## config.mk

```make
export PLATFORM = sky130hd
export DESIGN_NAME = barrel_shifter_cout
export DESIGN_NICKNAME = d
export VERILOG_FILES = /design/src/rtl/bshift_pkg.sv /design/src/rtl/bshift_linear.sv /design/src/rtl/bshift_rotate.sv /design/src/rtl/barrel_shifter_cout.sv
export SDC_FILE = /design/constraint.sdc
export NUM_CORES = 1
export LEC_CHECK = 0
export CAP_MARGIN = 10
export CELL_PAD_IN_SITES_DETAIL_PLACEMENT = 1
export CELL_PAD_IN_SITES_GLOBAL_PLACEMENT = 1
export CORE_AREA = 2 2 155 157
export DETAILED_ROUTE_END_ITERATION = 8
export DIE_AREA = 0 0 157 159
export DONT_BUFFER_PORTS = 1
export PLACE_DENSITY = 0.54
export SLEW_MARGIN = 20
export SYNTH_ARGS = -nofsm -noshare
export SYNTH_HDL_FRONTEND = slang
export SYNTH_SLANG_ARGS = --single-unit
export TNS_END_PERCENT = 20
```

## constraint.sdc

```tcl
create_clock -name vclk -period 3.35
set_input_delay 0.1675 -clock vclk [all_inputs]
set_output_delay 0.1675 -clock vclk [all_outputs]
set_load 0.005 [all_outputs]
```

## src/rtl/bshift_pkg.sv

```systemverilog
package bshift_pkg;

   typedef enum logic [2:0] {
      SK_LEFT  = 3'd0,
      SK_LRIGHT = 3'd1,
      SK_ARIGHT = 3'd2,
      SK_ROT   = 3'd3,
      SK_ROTC  = 3'd4
   } shift_kind_e;

endpackage

```

## src/rtl/bshift_linear.sv

```systemverilog
// Shared right-shifting core for left, logical right and arithmetic right.
// Left shifts are done by reversing the word on entry and on exit.
module bshift_linear #(
   parameter int DATA_W = 32,
   parameter int AMT_W  = 8
) (
   input  logic [DATA_W-1:0] src_i,
   input  logic [AMT_W-1:0]  amount_i,
   input  logic              left_i,
   input  logic              arith_i,
   input  logic              carry_i,
   output logic [DATA_W-1:0] result_o,
   output logic              carry_o
);
   localparam int LOG_W = $clog2(DATA_W);

   logic [DATA_W-1:0] src_rev;
   logic [DATA_W-1:0] oriented;
   logic [DATA_W-1:0] moved;
   logic [DATA_W-1:0] moved_rev;
   logic [DATA_W-1:0] edge_word;
   logic [AMT_W-1:0]  amt_less1;
   logic [LOG_W-1:0]  step;
   logic              fill;
   logic              beyond;
   logic              is_zero;
   logic              edge_carry;
   logic [DATA_W-1:0] stg [LOG_W+1];

   // Count minus one: counts 1..DATA_W map onto 0..DATA_W-1 in the low bits,
   // anything larger sets an upper bit.
   assign amt_less1 = amount_i - AMT_W'(1);
   assign step      = amt_less1[LOG_W-1:0];
   assign is_zero   = (amount_i == '0);
   assign beyond    = (amt_less1[AMT_W-1:LOG_W] != '0);

   for (genvar i = 0; i < DATA_W; i++) begin : g_rev_in
      assign src_rev[i] = src_i[DATA_W-1-i];
   end

   assign oriented = left_i ? src_rev : src_i;
   assign fill     = arith_i & ~left_i & src_i[DATA_W-1];

   assign stg[0] = oriented;
   for (genvar k = 0; k < LOG_W; k++) begin : g_stage
      localparam int SH = 1 << k;
      assign stg[k+1] = step[k] ? {{SH{fill}}, stg[k][DATA_W-1:SH]} : stg[k];
   end

   // The final fixed one-place step exposes the carry bit directly.
   assign edge_word  = {fill, stg[LOG_W][DATA_W-1:1]};
   assign edge_carry = stg[LOG_W][0];

   always_comb begin
      if (beyond) begin
         moved   = {DATA_W{fill}};
      end else begin
         moved   = edge_word;
      end
   end

   for (genvar i = 0; i < DATA_W; i++) begin : g_rev_out
      assign moved_rev[i] = moved[DATA_W-1-i];
   end

   always_comb begin
      if (is_zero) begin
         result_o = src_i;
         carry_o  = carry_i;
      end else begin
         result_o = left_i ? moved_rev : moved;
         if (beyond) begin
            carry_o = fill;
         end else begin
            carry_o = edge_carry;
         end
      end
   end

endmodule

```

## src/rtl/bshift_rotate.sv

```systemverilog
// Rotate right by count modulo DATA_W, or one place through the carry flag.
module bshift_rotate #(
   parameter int DATA_W = 32,
   parameter int AMT_W  = 8
) (
   input  logic [DATA_W-1:0] src_i,
   input  logic [AMT_W-1:0]  amount_i,
   input  logic              extend_i,
   input  logic              carry_i,
   output logic [DATA_W-1:0] result_o,
   output logic              carry_o
);
   localparam int LOG_W = $clog2(DATA_W);

   logic [LOG_W-1:0]  step;
   logic              nonzero;
   logic [DATA_W-1:0] stg [LOG_W+1];

   assign step    = amount_i[LOG_W-1:0];
   assign nonzero = |amount_i;

   assign stg[0] = src_i;
   for (genvar k = 0; k < LOG_W; k++) begin : g_stage
      localparam int SH = 1 << k;
      assign stg[k+1] = step[k] ? {stg[k][SH-1:0], stg[k][DATA_W-1:SH]} : stg[k];
   end

   always_comb begin
      if (extend_i) begin
         result_o = {carry_i, src_i[DATA_W-1:1]};
         carry_o  = src_i[0];
      end else if (nonzero) begin
         result_o = stg[LOG_W];
         carry_o  = stg[LOG_W][DATA_W-1];
      end else begin
         result_o = src_i;
         carry_o  = carry_i;
      end
   end

endmodule

```

## src/rtl/barrel_shifter_cout.sv

```systemverilog
module barrel_shifter_cout #(
   parameter int DATA_W = 32,
   parameter int AMT_W  = 8
) (
   input  logic [DATA_W-1:0] src_i,
   input  logic [AMT_W-1:0]  amount_i,
   input  logic [2:0]        kind_i,
   input  logic              carry_i,
   output logic [DATA_W-1:0] result_o,
   output logic              carry_o
);
   import bshift_pkg::*;

   localparam int LOG_W = $clog2(DATA_W);

   if (DATA_W < 2 || (DATA_W & (DATA_W - 1)) != 0) begin : g_bad_width
      $error("DATA_W must be a power of two of at least 2");
   end
   if (AMT_W <= LOG_W) begin : g_bad_amt
      $error("AMT_W must be wide enough to express DATA_W");
   end

   shift_kind_e       kind;
   logic [DATA_W-1:0] lin_res;
   logic [DATA_W-1:0] rot_res;
   logic              lin_c;
   logic              rot_c;
   logic              use_left;
   logic              use_arith;
   logic              use_ext;

   assign kind      = shift_kind_e'(kind_i);
   assign use_left  = (kind == SK_LEFT);
   assign use_arith = (kind == SK_ARIGHT);
   assign use_ext   = (kind == SK_ROTC);

   bshift_linear #(.DATA_W(DATA_W), .AMT_W(AMT_W)) u_lin (
      .src_i    (src_i),
      .amount_i (amount_i),
      .left_i   (use_left),
      .arith_i  (use_arith),
      .carry_i  (carry_i),
      .result_o (lin_res),
      .carry_o  (lin_c)
   );

   bshift_rotate #(.DATA_W(DATA_W), .AMT_W(AMT_W)) u_rot (
      .src_i    (src_i),
      .amount_i (amount_i),
      .extend_i (use_ext),
      .carry_i  (carry_i),
      .result_o (rot_res),
      .carry_o  (rot_c)
   );

   always_comb begin
      unique case (kind)
         SK_LEFT, SK_LRIGHT, SK_ARIGHT: begin
            result_o = lin_res;
            carry_o  = lin_c;
         end
         SK_ROT, SK_ROTC: begin
            result_o = rot_res;
            carry_o  = rot_c;
         end
         default: begin
            result_o = src_i;
            carry_o  = carry_i;
         end
      endcase
   end

endmodule

```

Yosys cells after proc, flatten, opt, wreduce, memory -nomap -nowiden
Cells that the tools add are included.

operators by class
  add/subtract/negate cells = 1
  bitwise gates (word level) = 3
  mux-type cells = 22
  reductions and logical operators = 6
  equal/unequal tests = 4

operators with widths
  cell                 count
  $mux 32              15
  $pmux 32 s2          1
  $mux 31              1
  $logic_not 8->1      1
  $reduce_or 8->1      1
  $sub 8x1->8 const B  1
  $eq 3x2->1 const B   2
  $mux 1               4
  $eq 3x1->1 const B   1
  $eq 3x3->1 const B   1
  $logic_not 3->1      1
  $reduce_bool 3->1    1
  $reduce_or 3->1      1
  $and 1x1->1          2
  $pmux 1 s2           1
  $reduce_or 2->1      1
  $not 1->1            1

storage, ports and cells
  output and inout bits = 33
  bits of input ports = 44
  logic and storage cells = 36
  register bits = 0

Longest topological paths before layout
  depth in word-level cells = 13
  mapped depth = 17
  gate-level depth less buffers = 10

Cells and area by module
From an unflattened synthesis, not the netlist that was laid out.

second synthesis, totals
  cells, all modules = 900
  area, all modules = 7641.1 um^2

modules (own cells, without submodules)
  module               sequential area each (um^2)  cells an instance  times used  area each (um^2)
  bshift_linear        0.0                          458                1           3387.0
  bshift_rotate        0.0                          233                1           2807.7
  barrel_shifter_cout  0.0                          209                1           1446.4

Worst setup path after synthesis
No wires, ideal clock.

  kind = input to output
  start point = input port amount_i[1]
  end point = output port result_o[14]
  path slack = -319 ps
  arrival = 3501 ps
  stages = 16
  data required time = 3182 ps
  cells stage by stage = buf_2 buf_4 buf_2 buf_4 inv_1 ha_1 buf_6 inv_6 buf_12 mux4_2 mux4_2 o22ai_2 a31oi_2 nand2_2 o211ai_1 a2111o_1

on the way
  cells in the longest elaborated chain, start to end = 9

RTL lines
  what                   RTL line                   RTL
  start, declared        barrel_shifter_cout.sv:6   input logic [AMT_W-1:0] amount_i,
  $sub 8x1->8            bshift_linear.sv:32        assign amt_less1 = amount_i - AMT_W'(1);
  $mux 32 (4 in series)  bshift_linear.sv:47        assign stg[k+1] = step[k] ? {{SH{fill}}, stg[k][DATA_W-1:SH]} : stg[k];
  $mux 31                bshift_linear.sv:55        if (beyond) begin
  $mux 32                bshift_linear.sv:71        result_o = left_i ? moved_rev : moved;
  $mux 32                bshift_linear.sv:67        if (is_zero) begin
  $pmux 32 s2 (*)        barrel_shifter_cout.sv:57  unique case (kind)
  end, declared          barrel_shifter_cout.sv:9   output logic [DATA_W-1:0] result_o,

Every way passes the cells marked *; elsewhere a longest branch is shown, timed or not.

Worst setup path in the final report
  start point = input port amount_i[0]
  end point = output port result_o[20]

on the way
  cells in the longest elaborated chain, start to end = 10

RTL lines
  what                   RTL line
  $sub 8x1->8            bshift_linear.sv:32
  $mux 32 (5 in series)  bshift_linear.sv:47
  $mux 31                bshift_linear.sv:55
  $mux 32                bshift_linear.sv:71
  $mux 32                bshift_linear.sv:67
  $pmux 32 s2 (*)        barrel_shifter_cout.sv:57

Marks and branches as above.

==> results by group <==
Run status
  • Status: finished clean

Timing
  • Worst Max-Slew Pin Slew: 1130 ps
  • Final hold vios: 0
  • Final setup violation count: 0
  • Maximum clock frequency: 311 MHz
  • Setup TNS: 0 ps
  • Fin crit period: 3210 ps
  • Final Slew Violations: 0
  • Slew HR: 24.5%
  • Tcrit/Tclk final: 95.9%
  • Unrepaired setup endpoints after global routing: no

Route
  • DRT iter0 DRCs: 885
  • DRC Markers: 0
  • Final wirelength: 37900 um
  • Initial DRT Pass Iterations: 5
  • Antenna Nets Post-Route: 0
  • Vias per inst: 6.92
  • Wire per inst: 32.6 um
  • Via count: 8058

CTS
  • Post-CTS Setup Bufs: 0
  • Post-CTS resize count: 0
  • Hold buffer count at CTS: 0

Worst setup path
  • CP Data Required Time: 3180 ps
  • Crit path capture type: output port
  • WS Path Type: in2out
  • Max Fanout on Critical Path: 59
  • Crit path DAT: 3040 ps
  • Stages on worst setup path: 10
  • CP peak stage delay: 650 ps
  • Critical-path top delay cell: mux4_1
  • Critical-path cell list: clkinv_2, ha_1, inv_8, mux4_1, mux4_2, and2_1, nor3_1, nor2_1, a221oi_2, a311oi_1
  • Cell family with most CP delay: multiplexers
  • CP Buf/Inv Count: 2
  • Setup crit start kind: input pin

Yosys
  • Synth unique cells: 84
  • Most frequent cells after synthesis: 142 x nand2_1, 81 x nor2_1, 76 x a21oi_1
  • Leading area contributor after synthesis: mux4_2
  • Sequential-to-total area share from yosys stat: 0%
  • Mapped cell area: 6880 sq um
  • Synth area leaders: mux4_2 24%, mux2i_1 8.3%, nand2_1 7.7%
  • Synth warn: 0
  • Syn avg cell area: 7.56 sq um
  • Yosys top cell area share: 23.6%
  • Count leader, synth: nand2_1
  • Post-Syn Nets: 955
  • Mapped Cells: 910

Global route
  • Global-route wire length before repair: 55200 um
  • M1 GR Usage: 37.7%
  • M2 GR Usage: 47.6%
  • Initial antenna violation count: 1
  • Met3 Usage GRT: 6.18%
  • Global route hottest layer: met2
  • Total track usage: 29.7%
  • Remaining Overflow, GRT: 0
  • Vias in the first global route: 7947
  • Pin count of the biggest net entering global routing: 60

Placed design
  • HPWL after DPL: 27800 um
  • GPL Wtd Cong: 0.938
  • # port buffers: 0

Finish
  • Share of post-route cells with drive strength above 1: 22.1%
  • Final nets: 892
  • Num sequential: 0
  • Layout fillers: 2803
  • P&R area growth vs syn: 4.20%
  • Area of the multi-input gates: 6290 sq um
  • Final-layout clock buffer total: 0
  • Register area: 0 sq um

Floorplan
  • Die Height: 159 um
  • Area of the die: 25000 sq um
  • Floorplan Core Area: 23200 sq um
  • # rows: 56
  • Number of top-level pins: 77
  • Die Wd: 157 um
  • Starting Density: 29.7%

Run
  • Max-cap violations: 0

Min path
  • Hold worst-path end: carry_o
  • Worst hold path type: in2out
  • Worst Min Path Start: carry_i
  • Worst Hold Depth: 1
## cell families after synthesis
group                      after synthesis  synth area share, %
and+or+nand+nor                        309                 19.4
adders and majority gates                1                0.182
buffers and inverters                  133                 9.49
muxes                                  181                 43.4
AOI/OAI and AO/OA                      281                 26.8
xor gates and xnor gates                 5                0.746
## stage by stage
step	std cells	setup WS (ps)	hold WS (ps)	cell area, sq um	util [%]
final	1165	138	445	7170	30.9
after global routing	1164	8.77	454	7170	30.9
after CTS	1164	172	440	7170	30.9
after detailed placement	1164	179	441	7170	30.9
after global placement	1164	195	439	7170	30.9
after floorplan	910	0.285	441	6910	-
## placed cells by master (no fill, tap or decap), drive strengths merged, types with 21 or more instances in the layout
cell / count
a21oi: 76
buf: 54
mux2: 38
mux2i: 58
mux4: 85
nand2: 143
nand3: 21
nor2: 81
nor3: 27
o21ai: 62
## layer usage
metal | up-vias | wire (um)
met5 | - | 0
met4 | 0 | 2260
met3 | 114 | 3450
met2 | 444 | 17700
met1 | 4107 | 14600
li1 | 3393 | -
## area by class of cell
cell class	instances	area share, %
multi-input cells	777	87.7
inverters	14	0.855
diodes	1	0.0349
repair buffers	54	5.83
well taps	319	5.57
## worst max-delay path by stage
stage / startpoint / to / slack (ps)
floorplan: amount_i[1] / result_o[14] / 0.3
global placement: amount_i[0] / result_o[29] / 200
detailed placement: amount_i[0] / result_o[20] / 180
CTS: amount_i[0] / result_o[20] / 170
global route: amount_i[0] / result_o[20] / 9
finish: amount_i[0] / result_o[20] / 140
